[config.mk]
export PLATFORM = sky130hd
export DESIGN_NAME = a429_rx_channel
export DESIGN_NICKNAME = d
export VERILOG_FILES = /design/src/rtl/a429_rx_pkg.sv /design/src/rtl/a429_rx_line.sv /design/src/rtl/a429_rx_gap.sv /design/src/rtl/a429_rx_lblmem.sv /design/src/rtl/a429_rx_channel.sv
export SDC_FILE = /design/constraint.sdc
export NUM_CORES = 1
export LEC_CHECK = 0
export BUFFER_PORTS_ARGS = -buffer_cell sky130_fd_sc_hd__buf_2
export CAP_MARGIN = 40
export CELL_PAD_IN_SITES_DETAIL_PLACEMENT = 1
export CELL_PAD_IN_SITES_GLOBAL_PLACEMENT = 2
export CORE_MARGIN = 10
export CORE_UTILIZATION = 44
export DETAILED_ROUTE_END_ITERATION = 7
export PLACE_DENSITY = 0.82
export RECOVER_POWER = 100
export SLEW_MARGIN = 20
export SYNTH_ARGS = -nofsm -noshare
export SYNTH_HDL_FRONTEND = slang
export SYNTH_SLANG_ARGS = --single-unit
[constraint.sdc]
create_clock -name clk -period 3.5 [get_ports clk]
set_clock_uncertainty 0.15 [all_clocks]
set_input_delay 0.175 -clock clk [delete_from_list [all_inputs] [get_ports clk]]
set_output_delay 0.175 -clock clk [all_outputs]
set_load 0.01 [all_outputs]
[src/rtl/a429_rx_pkg.sv]
package a429_rx_pkg;
   // control register bit positions
   localparam int CB_EN    = 0;
   localparam int CB_LOOP  = 1;
   localparam int CB_LCHK  = 2;
   localparam int CB_LWE   = 3;
   localparam int CB_PODD  = 4;
   localparam int CB_PCHK  = 5;
   localparam int CB_PERR  = 6;
   localparam int CB_IRQ   = 7;
   localparam int CB_COUNT = 8;

   typedef enum logic [1:0] {
      LS_NULL = 2'd0,
      LS_ONE  = 2'd1,
      LS_ZERO = 2'd2
   } line_state_t;
endpackage

[src/rtl/a429_rx_line.sv]
module a429_rx_line
   import a429_rx_pkg::*;
#(
   parameter int STAGES = 2
) (
   input  logic clk,
   input  logic rst_n,
   input  logic one_i,
   input  logic zero_i,
   input  logic en_i,
   output logic active_o,
   output logic bit_stb_o,
   output logic bit_val_o,
   output logic fall_stb_o
);
   if (STAGES < 2) begin : g_bad_stages
      $error("a429_rx_line: STAGES must be at least 2");
   end

   logic [STAGES-1:0] one_ff, zero_ff;
   logic              act_q;
   line_state_t       st;

   always_ff @(posedge clk or negedge rst_n) begin
      if (!rst_n) begin
         one_ff  <= '0;
         zero_ff <= '0;
      end else begin
         one_ff  <= {one_ff[STAGES-2:0], one_i};
         zero_ff <= {zero_ff[STAGES-2:0], zero_i};
      end
   end

   always_comb begin
      st = LS_NULL;
      if (en_i) begin
         unique case ({one_ff[STAGES-1], zero_ff[STAGES-1]})
            2'b10:   st = LS_ONE;
            2'b01:   st = LS_ZERO;
            default: st = LS_NULL;
         endcase
      end
   end

   assign active_o = (st != LS_NULL);

   always_ff @(posedge clk or negedge rst_n) begin
      if (!rst_n) act_q <= 1'b0;
      else        act_q <= active_o;
   end

   assign bit_stb_o  = active_o & ~act_q;
   assign bit_val_o  = (st == LS_ONE);
   assign fall_stb_o = ~active_o & act_q;
endmodule

[src/rtl/a429_rx_gap.sv]
module a429_rx_gap #(
   parameter int GAP_W = 8
) (
   input  logic             clk,
   input  logic             rst_n,
   input  logic             active_i,
   input  logic             fall_i,
   input  logic [GAP_W-1:0] gap_i,
   output logic             eom_o
);
   if (GAP_W < 2) begin : g_bad_gap
      $error("a429_rx_gap: GAP_W must be at least 2");
   end

   logic [GAP_W-1:0] cnt_q;
   logic             armed_q;

   assign eom_o = armed_q & ~active_i & ~fall_i & (cnt_q == gap_i);

   always_ff @(posedge clk or negedge rst_n) begin
      if (!rst_n) begin
         cnt_q   <= '0;
         armed_q <= 1'b0;
      end else if (fall_i) begin
         cnt_q   <= '0;
         armed_q <= 1'b1;
      end else if (active_i) begin
         cnt_q   <= '0;
      end else if (eom_o) begin
         armed_q <= 1'b0;
      end else if (armed_q) begin
         cnt_q   <= cnt_q + 1'b1;
      end
   end

   AST_EOM_ONESHOT: assert property (@(posedge clk) disable iff (!rst_n)
      eom_o |=> !eom_o);
endmodule

[src/rtl/a429_rx_lblmem.sv]
module a429_rx_lblmem #(
   parameter int LBL_W = 8
) (
   input  logic             clk,
   input  logic             rst_n,
   input  logic             we_i,
   input  logic [LBL_W-1:0] waddr_i,
   input  logic             wdata_i,
   input  logic [LBL_W-1:0] host_addr_i,
   output logic             host_rdata_o,
   input  logic [LBL_W-1:0] rx_label_i,
   output logic             rx_hit_o
);
   localparam int DEPTH = 1 << LBL_W;

   if (LBL_W > 10) begin : g_bad_lbl
      $error("a429_rx_lblmem: LBL_W too large for a flop memory");
   end

   logic [DEPTH-1:0] mem_q;

   always_ff @(posedge clk or negedge rst_n) begin
      if (!rst_n)    mem_q <= '0;
      else if (we_i) mem_q[waddr_i] <= wdata_i;
   end

   assign host_rdata_o = mem_q[host_addr_i];
   assign rx_hit_o     = mem_q[rx_label_i];

   AST_LBL_WRITE_GATED: assert property (@(posedge clk) disable iff (!rst_n)
      !we_i |=> $stable(mem_q));
endmodule

[src/rtl/a429_rx_channel.sv]
module a429_rx_channel
   import a429_rx_pkg::*;
#(
   parameter int WORD_W      = 32,
   parameter int LBL_W       = 8,
   parameter int GAP_W       = 8,
   parameter int GAP_RST     = 12,
   parameter int SYNC_STAGES = 2,
   parameter int CFG_W       = 8,
   parameter bit HAS_LBL_MEM = 1'b1
) (
   input  logic                  clk,
   input  logic                  rst_n,
   input  logic                  rx_one_i,
   input  logic                  rx_zero_i,
   input  logic                  lb_one_i,
   input  logic                  lb_zero_i,
   input  logic                  cfg_we_i,
   input  logic [CFG_W-1:0]      cfg_wdata_i,
   output logic [CFG_W-1:0]      cfg_o,
   input  logic                  gap_we_i,
   input  logic [GAP_W-1:0]      gap_wdata_i,
   input  logic                  lbl_we_i,
   input  logic [LBL_W-1:0]      lbl_addr_i,
   input  logic                  lbl_wdata_i,
   output logic                  lbl_rdata_o,
   input  logic                  rd_lo_i,
   output logic [WORD_W/2-1:0]   buf_hi_o,
   output logic [WORD_W/2-1:0]   buf_lo_o,
   output logic                  buf_valid_o,
   output logic                  perr_o,
   input  logic                  perr_clr_i,
   output logic                  irq_o
);
   localparam int HALF_W = WORD_W / 2;
   localparam int CNT_W  = $clog2(WORD_W + 1) + 1;
   localparam logic [CNT_W-1:0] FULL_CNT = CNT_W'(WORD_W);

   if (WORD_W % 2 != 0 || WORD_W <= LBL_W) begin : g_bad_word
      $error("a429_rx_channel: WORD_W must be even and wider than LBL_W");
   end
   if (CFG_W < CB_COUNT) begin : g_bad_cfg
      $error("a429_rx_channel: CFG_W too narrow for the control bits");
   end
   if (GAP_RST >= (1 << GAP_W)) begin : g_bad_gaprst
      $error("a429_rx_channel: GAP_RST does not fit GAP_W");
   end

   // configuration
   logic [CFG_W-1:0] cfg_q;
   logic [GAP_W-1:0] gap_q;

   always_ff @(posedge clk or negedge rst_n) begin
      if (!rst_n) begin
         cfg_q <= '0;
         gap_q <= GAP_W'(GAP_RST);
      end else begin
         if (cfg_we_i) cfg_q <= cfg_wdata_i;
         if (gap_we_i) gap_q <= gap_wdata_i;
      end
   end
   assign cfg_o = cfg_q;

   wire en      = cfg_q[CB_EN];
   wire in_one  = cfg_q[CB_LOOP] ? lb_one_i  : rx_one_i;
   wire in_zero = cfg_q[CB_LOOP] ? lb_zero_i : rx_zero_i;

   // bit clock recovery and end-of-message detection
   logic active, bit_stb, bit_val, fall_stb, eom;

   a429_rx_line #(.STAGES(SYNC_STAGES)) u_line (
      .clk(clk), .rst_n(rst_n), .one_i(in_one), .zero_i(in_zero), .en_i(en),
      .active_o(active), .bit_stb_o(bit_stb), .bit_val_o(bit_val),
      .fall_stb_o(fall_stb)
   );

   a429_rx_gap #(.GAP_W(GAP_W)) u_gap (
      .clk(clk), .rst_n(rst_n), .active_i(active), .fall_i(fall_stb),
      .gap_i(gap_q), .eom_o(eom)
   );

   // shift register and bit count
   logic [WORD_W-1:0] shift_q;
   logic [CNT_W-1:0]  bcnt_q;

   always_ff @(posedge clk or negedge rst_n) begin
      if (!rst_n) begin
         shift_q <= '0;
         bcnt_q  <= '0;
      end else if (!en) begin
         bcnt_q  <= '0;
      end else if (bit_stb) begin
         shift_q <= {bit_val, shift_q[WORD_W-1:1]};
         if (bcnt_q != '1) bcnt_q <= bcnt_q + 1'b1;
      end else if (eom) begin
         bcnt_q  <= '0;
      end
   end

   // label acceptance, variant chosen by parameter
   logic lbl_hit;
   if (HAS_LBL_MEM) begin : g_lblmem
      a429_rx_lblmem #(.LBL_W(LBL_W)) u_lbl (
         .clk(clk), .rst_n(rst_n),
         .we_i(lbl_we_i & cfg_q[CB_LWE]), .waddr_i(lbl_addr_i),
         .wdata_i(lbl_wdata_i), .host_addr_i(lbl_addr_i),
         .host_rdata_o(lbl_rdata_o), .rx_label_i(shift_q[LBL_W-1:0]),
         .rx_hit_o(lbl_hit)
      );
   end else begin : g_nolblmem
      assign lbl_hit     = 1'b1;
      assign lbl_rdata_o = 1'b0;
   end

   // word checks
   wire cnt_ok  = (bcnt_q == FULL_CNT);
   wire par_ok  = ~cfg_q[CB_PCHK] | ((^shift_q) == cfg_q[CB_PODD]);
   wire lbl_ok  = ~cfg_q[CB_LCHK] | lbl_hit;
   wire good    = cnt_ok & par_ok & lbl_ok;
   wire par_bad = cnt_ok & lbl_ok & ~par_ok;

   // buffer, hold and flags
   logic [WORD_W-1:0] buf_q;
   logic              valid_q, hold_q, perr_q;

   wire load = ~valid_q & ((eom & good) | hold_q);

   always_ff @(posedge clk or negedge rst_n) begin
      if (!rst_n) begin
         buf_q   <= '0;
         valid_q <= 1'b0;
         hold_q  <= 1'b0;
         perr_q  <= 1'b0;
      end else begin
         if (load) begin
            buf_q   <= shift_q;
            valid_q <= 1'b1;
         end else if (rd_lo_i) begin
            valid_q <= 1'b0;
         end

         if (!en || bit_stb || load)   hold_q <= 1'b0;
         else if (eom && good)         hold_q <= 1'b1;

         if (eom && par_bad && cfg_q[CB_PERR]) perr_q <= 1'b1;
         else if (perr_clr_i)                   perr_q <= 1'b0;
      end
   end

   assign buf_hi_o    = buf_q[WORD_W-1:HALF_W];
   assign buf_lo_o    = buf_q[HALF_W-1:0];
   assign buf_valid_o = valid_q;
   assign perr_o      = perr_q;
   assign irq_o       = valid_q & cfg_q[CB_IRQ];

   AST_READ_RELEASES: assert property (@(posedge clk) disable iff (!rst_n)
      (rd_lo_i && buf_valid_o) |=> !buf_valid_o);
   AST_BUF_HELD: assert property (@(posedge clk) disable iff (!rst_n)
      (buf_valid_o && !rd_lo_i) |=> (buf_valid_o && $stable(buf_hi_o) && $stable(buf_lo_o)));
   AST_PERR_STICKY: assert property (@(posedge clk) disable iff (!rst_n)
      (perr_o && !perr_clr_i) |=> perr_o);
   AST_NO_BIT_DISABLED: assert property (@(posedge clk) disable iff (!rst_n)
      !cfg_o[CB_EN] |-> !u_line.bit_stb_o);
endmodule

* Word-level counts from Yosys, hierarchy flattened
Index checks and enable logic that the tools add are counted.
** Storage, ports and cells
- Register bits :: 360
- Input port bits :: 36
- Output and inout port bits :: 44
- Logic and storage cells :: 99
** Operators by class
- $lt $le $gt $ge :: 3
- Reduce and logical (&&, ||, !) cells :: 18
- Bitwise operators :: 23
- Equal/unequal tests :: 11
- Add/subtract/negate cells :: 2
- Muxes and demuxes :: 28
** Operator list (number)
- 256-bit bitwise mux :: 1
- 8-bit 2-to-1 mux :: 4
- 32-bit parity :: 1
- 7-bit 2-to-1 mux :: 4
- 8-bit by 9-bit less-than comparator with 1-bit output (second input constant) :: 2
- 1-bit binary-select mux with 8-bit select :: 2
- 1-bit 2-to-1 mux :: 14
- 1-bit bitwise AND :: 13
- 2-bit nonzero test :: 5
- 8-bit by 1-bit adder with 8-bit output (second input constant) :: 1
- 1-bit demux with 8-bit select :: 1
- 8-bit equality test :: 1
- 8-bit by 1-bit >= comparator with 1-bit output (second input constant) :: 1
- 2-bit AND reduction :: 4
- 7-bit by 1-bit adder with 7-bit output (second input constant) :: 1
- 7-bit by 6-bit equality test with 1-bit output (second input constant) :: 1
- 7-bit != test (second input constant) :: 1
- 1-bit inverter :: 7
- 3-bit by 1-bit != test with 1-bit output (second input constant) :: 2
- 2-bit by 1-bit equality test with 1-bit output (second input constant) :: 2
- 1-bit logical AND :: 4
- 2-bit case mux with 2 select lines :: 1
- 3-bit by 2-bit != test with 1-bit output (second input constant) :: 1
- 1-bit bitwise OR :: 3
- 7 further kinds :: 8

* Longest topological paths before layout
Gate-level depths: netlist of run 1.
- Depth in word-level cells :: 14
- Depth in mapped cells :: 14
- Gate-level depth less buffers :: 8

* Cells and area by module
Synthesis of run 1 repeated with hierarchy kept, for this count alone.
** Second synthesis, totals
- Cell total of the unflattened synthesis :: 1639
- Area, all modules :: 19865.3 um^2
** By module, submodules not included
- a429_rx_lblmem :: area an instance 15165.8 um^2, cells each 1292, times used 1, sequential area each 6406.1 um^2
- a429_rx_channel :: area an instance 3883.7 um^2, cells each 268, times used 1, sequential area each 2254.7 um^2
- a429_rx_gap :: area an instance 643.1 um^2, cells each 68, times used 1, sequential area each 225.2 um^2
- a429_rx_line :: area an instance 172.7 um^2, cells each 11, times used 1, sequential area each 125.1 um^2

* Worst setup path after synthesis of run 1
Ideal clock, no wire load.
- Path kind :: input-to-output
- From :: in lbl_addr_i[0]
- To :: out lbl_rdata_o
- Required time :: 3175 ps
- Cell stages on the path :: 9
- Arrival :: 2925 ps
- Buffers on the path :: 4
- Path slack :: 250 ps
- Cell sequence :: clkbuf_1 > buf_2 > clkbuf_1 > buf_2 > mux4_2 > mux4_2 > a22o_1 > a21oi_1 > o211ai_1
** On the way
- Longest elaborated chain between the ends :: 2
** Ends and longest elaborated chain
- start: declaration :: line a429_rx_channel.sv:24 : input logic [LBL_W-1:0] lbl_addr_i,
- 1-bit binary-select mux with 8-bit select :: line a429_rx_lblmem.sv:27 : assign host_rdata_o = mem_q[host_addr_i];
- 1-bit 2-to-1 mux (not written as such) :: line a429_rx_lblmem.sv:27
- end: declaration :: line a429_rx_channel.sv:26 : output logic lbl_rdata_o,
Every way passes these cells. The select of a mux whose other input is x is not followed.

* Final worst setup path of run 1
- From :: reg cfg_q[3], in the netlist cfg_o[3]
- To :: reg g_lblmem.u_lbl.mem_q[194]
** On the way
- Longest elaborated chain between the ends :: 1
** Ends and longest elaborated chain
- start: declaration :: line a429_rx_channel.sv:50 : logic [CFG_W-1:0] cfg_q;
- start signal: assignment :: line a429_rx_channel.sv:58 : if (cfg_we_i) cfg_q <= cfg_wdata_i;
- 1-bit bitwise AND :: line a429_rx_channel.sv:105 : .we_i(lbl_we_i & cfg_q[CB_LWE]), .waddr_i(lbl_addr_i),
- end signal: indexed assignment :: line a429_rx_lblmem.sv:24 : else if (we_i) mem_q[waddr_i] <= wdata_i;
- end: declaration :: line a429_rx_lblmem.sv:20 : logic [DEPTH-1:0] mem_q;
Every way passes these cells.
A chain may end at the register's enable or synchronous reset.

==> results of run 1 <==
==> layout by cell type (no fill, tap or decap), types with 4 or more instances in the layout <==
cell and count:
nor3_1 16, clkbuf_1 83, inv_1 10, o21ai_0 16, mux2_2 277, mux4_2 124
clkbuf_2 4, a22oi_2 4, a21oi_1 9, nand2_1 212, clkinv_2 4, mux2i_1 39
clkbuf_16 43, mux2_4 29, nand4_1 9, buf_4 44, a22oi_1 9, mux4_1 9
and2_0 4, buf_2 33, nor4_1 4, dlygate4sd3_1 39, dfrtp_1 355, nand3_1 31
nor2b_1 12, buf_12 17, nand2b_1 9, xnor2_1 35, xor2_1 8, clkbuf_8 7
nor2_1 206
==> layout make-up <==
cell class	instances	area share, %
clock buffer	65	5.349
sequential	360	39.27
multi-input combinational	1119	44.50
inverter	11	0.1798
timing repair buffer	213	6.929
clock inverter	9	0.5502
tap	592	3.225
==> registers in the layout, indices dropped and copies added (netlist names) <==
| signal | count |
|---|---|
| perr_o | 1 |
| gap_q | 8 |
| cfg_o | 8 |
| buf_valid_o | 1 |
| u_line.act_q | 1 |
| shift_q | 32 |
| u_gap.cnt_q | 8 |
| u_line.zero_ff | 2 |
| u_line.one_ff | 2 |
| bcnt_q | 7 |
| g_lblmem.u_lbl.mem_q | 256 |
| hold_q | 1 |
| buf_q | 32 |
| u_gap.armed_q | 1 |
==> layer usage <==
| layer | track usage (%) | vias up | part of all wire, % |
|---|---|---|---|
| met5 | 0 | - | 0.034 |
| li1 | - | 6050 | - |
| met2 | 37.80 | 386 | 49 |
| met3 | 4.508 | 96 | 5.6 |
| met4 | 7.515 | 4 | 2.6 |
| met1 | 29.62 | 7514 | 43 |
==> what timing repair did <==
action | in CTS | in global routing
hold buffers | 39 | 0
endpoints found under the setup margin | 35 | 33
resized for setup | 19 | 10
setup buffers | 5 | 0
pin swaps | 1 | 0
endpoints found under the hold margin | 106 | 0
==> per-stage QoR <==
step | cell area [µm²] | total power [mW] | TNS (ns)
2_1_floorplan | 19840 | 5.471 | 0
3_3_place_gp | 21240 | 5.884 | -8.537
3_5_place_dp | 21260 | 5.943 | -9.218
4_1_cts | 23160 | 10.44 | -0.09258
5_1_grt | 22970 | 10.75 | -4.289
6_report | 22970 | 10.32 | -1.068
==> report_power, final <==
group	switching, mW	internal (mW)	total, mW
combinational	0.711	0.628	1.34
sequential	0.210	4.36	4.57
clock	1.79	2.63	4.42
==> logic make-up (layout without fill, tap and decap cells) <==
| kind of cell | count (synthesis) | count (layout) | synth area share (%) |
|---|---|---|---|
| simple gates | 525 | 525 | 11.12 |
| mux | 480 | 480 | 35.31 |
| flops | 360 | 360 | 45.43 |
| buf+inv | 144 | 298 | 3.488 |
| compound gates | 66 | 66 | 2.403 |
| xor+xnor | 45 | 45 | 2.056 |
| fa+ha+maj | 3 | 3 | 0.1893 |
==> worst paths after layout <==
kind	end	slack (ns)	cells after the start
hold / removal	g_lblmem.u_lbl.mem_q[113]	0.14	2
setup reg to reg	g_lblmem.u_lbl.mem_q[194]	-0.05	5
hold reg to reg	u_line.one_ff[1]	0.22	0
min in group asynchronous	buf_q[14]	0.75	2
setup / recovery	g_lblmem.u_lbl.mem_q[194]	-0.05	5
max in group asynchronous	u_gap.cnt_q[3]	0.57	3
==> critical path: stages, from the launching register on <==
cell and delay, ns:
dfrtp_1 0.46, nand3_1 0.16, nor4_1 1.68, clkbuf_4 0.58, nand2_1 0.10, mux2_2 0.30
==> results.tsv, run 1 <==
metric	value	unit
relative slew slack	-63.53	%
worst-skew pair later-pin latency	0.57	ns
Critical path origin	cfg_o[3]	
Post-Place Setup Slack	-0.3025	ns
site row count	77	
placer congestion estimate	0.8771	
Die Span Y	232.3	µm
CP Launch Type	flop	
post-synthesis sequential area ratio	45.43	%
Reg area	9020	µm²
failing checks	capacitance limit, slew limit, setup timing	
Main synth FF type	dfrtp_1	
first-pass GRT wire length	95110	µm
Post-synth top cells	358 x dfrtp_1, 279 x mux2_2, 212 x nand2_1, 209 x nor2_1, 122 x mux4_2	
ant diodes	0	
worst setup margin	-0.05232	ns
final setup violating endpoints	34	
MaxCap Viol Count	6	
vias	14050	
Synth cell types	59	
DPL Wire Length	40110	µm
crit end category	flop	
H-tree level count	2	
warnings from Yosys	0	
Req. time, crit path	3.81	ns
die area	53970	µm²
nets	1786	
fin crit share	101.5	%
Clk pin slew, worst setup/hold paths	0.07	ns
Die Wd	232.3	µm
Non-Filler Instances	2369	
Starting Density	44.66	%
post-synthesis register bit count	360	
Layout area overhead	15.80	%
# DRC	0	
Multi-input gate area	10220	µm²
root buf cell	clkbuf_16	
initial antenna violation count	2	
post-synth top area share	45.16	%
Clock Sinks	360	
Post-synth EDFFs	0	
maximum VDD drop	342.3	µV
I/O Buffers	79	
vias in the first global route	15220	
fill cell count	4560	
Crit Path Category	reg2reg	
post-detailed-route count of antenna-violating nets	0	
Pleak	9.950	nW
post-placement cell count	2251	
Inserted Clock Buffers	42	
layout cells sized above 1	34.95	%
CTS tree	done	
Cell Pwr Density	449.4	nW/µm²
Slew @ Worst Pin	2.453	ns
wire per inst	25.89	µm
core area	44410	µm²
First-pass DRT Iterations	6	
run status	finished with violations	
asr flop ratio synth	100.0	%
GRT Total Usage	22.87	%
syn nets	1662	
Synth Instances	1623	
drt total wl	61340	µm
Data arrival, critical path	3.86	ns
vias per inst	5.931	
Min Hold Slack	0.1411	ns
1st-iter DRT viols	1166	
RSZ-0062 raised after global routing	true	
mapped cell area	19840	µm²
CTS max path bufs	3	
leading area contributor after synthesis	dfrtp_1	
crit path max fanout	9	
top post-synthesis cells by area	dfrtp_1 45%, mux2_2 16%, mux4_2 14%	
fmax	281.5	MHz
Hold Path Origin	lbl_wdata_i	
FF-to-FF Start	cfg_o[3]	
largest net degree at the start of global routing	112	
Fin. Hold Viols	0	
worst min path class	in2reg	
number of I/O pins	80	
most common cell in the netlist	dfrtp_1	
Layout Utilization	51.71	%
GRT overflow	0	
Final min period	3.552	ns
mean post-synth cell area	12.22	µm²
Max Slew Vio Count	183	
No activity file was read; power rests on OpenSTA's default activity.
==> run 2: changes to the inputs <==
--- a/config.mk
+++ b/config.mk
@@ -10,9 +10,10 @@
 export CELL_PAD_IN_SITES_DETAIL_PLACEMENT = 1
 export CELL_PAD_IN_SITES_GLOBAL_PLACEMENT = 2
 export CORE_MARGIN = 10
-export CORE_UTILIZATION = 44
+export CORE_UTILIZATION = 45
+export CTS_BUF_LIST = sky130_fd_sc_hd__clkbuf_4
 export DETAILED_ROUTE_END_ITERATION = 7
-export PLACE_DENSITY = 0.82
+export PLACE_DENSITY = 0.84
 export RECOVER_POWER = 100
 export SLEW_MARGIN = 20
 export SYNTH_ARGS = -nofsm -noshare
==> run 2 against run 1 <==
The flow still finishes with violations (capacitance limit, slew limit, setup timing). Sequential share of layout area down 0.73 points. Clock-buffer cell count up 96. Sequential power about the same. Final cell count up 6.4%. Global-route usage up 1.8 points. Cell area up 1.9%. Die area down 2.0%. Wire length up 6.0%. Flip-flop and latch count unchanged. Total power down 1.4%. Setup slack worse by 0.16 ns. Highest routed layer is now met4.
==> results.tsv, run 2 (synthesis results as in run 1) <==
metric	value	unit	change
crit path cell chain	mux4_2 -> mux4_2 -> mux2_4 -> a22o_1 -> mux2i_2 -> o211ai_1 -> buf_2		was nand3_1 -> nor4_1 -> clkbuf_4 -> nand2_1 -> mux2_2
Clock Sinks	360		unchanged
max FFs per register	256		unchanged
root buf cell	clkbuf_4		was clkbuf_16
number of cells on the worst reg-to-reg path	14		was 5
Post-Place Setup Slack	-0.1367	ns	was -0.3025 ns
nets	1890		was 1786
largest net degree at the start of global routing	122		was 112
relative slew slack	-10.54	%	was -63.53%
worst min path class	in2reg		unchanged
I/O Buffers	79		unchanged
1st-iter DRT viols	1284		was 1166
DPL Wire Length	39530	µm	was 40110 µm
Data arrival, critical path	3.39	ns	was 3.86 ns
post-detailed-route count of antenna-violating nets	0		unchanged
commonest non-fill, non-tap cell in the layout	dfrtp_1		unchanged
failing checks	capacitance limit, slew limit, setup timing		unchanged
Finished Cell Area	23400	µm²	was 22970 µm²
Clk pin slew, worst setup/hold paths	0.06	ns	was 0.07 ns
Starting Density	45.74	%	was 44.66%
Worst R2R End	buf_q[21]		was g_lblmem.u_lbl.mem_q[194]
Pleak	10.30	nW	was 9.950 nW
total power	10.17	mW	was 10.32 mW
fin crit share	106.1	%	was 101.5%
GRT Total Usage	24.67	%	was 22.87%
die area	52880	µm²	was 53970 µm²
most frequent cells in the layout	355 x dfrtp_1, 275 x mux2_2, 212 x nand2_1		was 355 x dfrtp_1, 277 x mux2_2, 212 x nand2_1
Die Wd	230.0	µm	was 232.3 µm
post-placement cell area	21200	µm²	was 21260 µm²
crit path buf inv count	1		unchanged
Levels on crit path	7		was 5
Inserted Clock Buffers	101		was 42
placer congestion estimate	0.8435		was 0.8771
drt total wl	65020	µm	was 61340 µm
vias per inst	5.856		was 5.931
Req. time, crit path	3.17	ns	was 3.81 ns
number of I/O pins	80		unchanged
FF-to-FF Start	shift_q[1]		was cfg_o[3]
Min Hold Slack	0.05971	ns	was 0.1411 ns
Top reg by flops	g_lblmem.u_lbl.mem_q		unchanged
first-pass GRT wire length	101600	µm	was 95110 µm
Critical path origin	g_lblmem.u_lbl.mem_q[158]		was cfg_o[3]
RSZ-0062 raised after global routing	true		unchanged
worst setup margin	-0.2124	ns	was -0.05232 ns
crit end category	primary output		was flop
CP top delay family	multiplexers		was simple AND/OR/NAND/NOR gates
run status	finished with violations		unchanged
vias	14760		was 14050
Die Span Y	230.0	µm	was 232.3 µm
Worst setup endpoint	lbl_rdata_o		was g_lblmem.u_lbl.mem_q[194]
core area	43360	µm²	was 44410 µm²
vias in the first global route	16400		was 15220
CP Launch Type	flop		unchanged
Crit Path Category	reg2out		was reg2reg
# DRC	0		unchanged
Cell Pwr Density	434.8	nW/µm²	was 449.4 nW/µm²
MaxCap Viol Count	9		was 6
CTS tree	done		unchanged
Final min period	3.712	ns	was 3.552 ns
site row count	76		was 77
biggest regs	g_lblmem.u_lbl.mem_q: 256 flops, buf_q: 32 flops, shift_q: 32 flops		unchanged
Slew @ Worst Pin	1.658	ns	was 2.453 ns
crit path max fanout	3		was 9
final setup violating endpoints	33		was 34
worst-skew pair later-pin latency	0.84	ns	was 0.57 ns
wire per inst	25.79	µm	was 25.89 µm
GRT overflow	0		unchanged
Max Slew Vio Count	275		was 183
CP dominant cell by count	mux4_2		
maximum VDD drop	273.0	µV	was 342.3 µV
First-pass DRT Iterations	7		was 6
fmax	269.4	MHz	was 281.5 MHz
Layout area overhead	17.98	%	was 15.80%
H-tree level count	3		was 2
slowest cell delay on critical path	0.52	ns	was 1.68 ns
CTS max path bufs	3		unchanged
crit path max-delay cell type	mux4_2		was nor4_1
initial antenna violation count	2		unchanged
layout cells sized above 1	38.37	%	was 34.95%
Fin. Hold Viols	0		unchanged
Reg2Reg Setup Slack	-0.20	ns	was -0.05 ns
Layout Utilization	53.97	%	was 51.71%
run 2: changes by cell type in the layout (fill, tap and decap cells not counted), sizes merged:
cell,change
clkbuf,+95
clkinv,+17
bufinv,-2
dlygate4sd3,+28
diode,+2
clkinvlp,+1
buf,+18
run 2: worst min path at each step:
stage | to | startpoint | depth (start not counted) | slack [ns]
finish | g_lblmem.u_lbl.mem_q[157] | lbl_addr_i[3] | 4 | 0.06
global route | g_lblmem.u_lbl.mem_q[157] | lbl_addr_i[3] | 4 | 0.03
CTS | g_lblmem.u_lbl.mem_q[157] | lbl_addr_i[3] | 4 | 0.009
detailed placement | buf_q[16] | rst_n | 1 | 0.13
global placement | buf_q[15] | rst_n | 1 | 0.12
floorplan | bcnt_q[0] | rst_n | 0 | -0.27
run 2: metal layers:
| layer | up-vias | global-route usage (%) | part of all wire (%) |
|---|---|---|---|
| met1 | 7813 | 30.95 | 42 |
| met2 | 503 | 41.67 | 49 |
| met5 | - | 0 | 0 |
| met4 | 0 | 8.222 | 2.7 |
| li1 | 6324 | - | - |
| met3 | 124 | 5.245 | 6.0 |
run 2: what timing repair did:
item                       4_1_cts  5_1_grt
buffers inserted                22        3
hold buffers                    68        0
setup endpoints to repair       33       34
cloned                           3        0
resized for setup               28        6
hold endpoints to repair       542        0
pin swaps                        6        6
run 2: cell type report:
type	count	area [µm²]
fill	4563	19960
multi-input combinational	1119	10200
sequential	360	9020
timing repair buffer	258	2054
clock buffer	161	1209
tap	585	732.0
clock inverter	25	135.1
inverter	11	41.29
antenna	2	5.005
run 2: worst min-delay path: stages:
cell     delay, ns
buf_2         0.33
nand3_1       0.25
nor2_1        0.06
mux2_2        0.21
run 2: metrics by stage:
stage	std cells	TNS (ns)
after global routing	2521	-7.451
after floorplan	1623	0
after global placement	2240	-2.720
final	2521	-5.260
after detailed placement	2241	-3.157
after CTS	2516	-3.943
run 2: power breakdown:
group          switching (mW)  internal [mW]  total, mW
Combinational           0.806          0.684       1.49
Sequential              0.215           4.35       4.57
Clock                    1.96           2.15       4.12
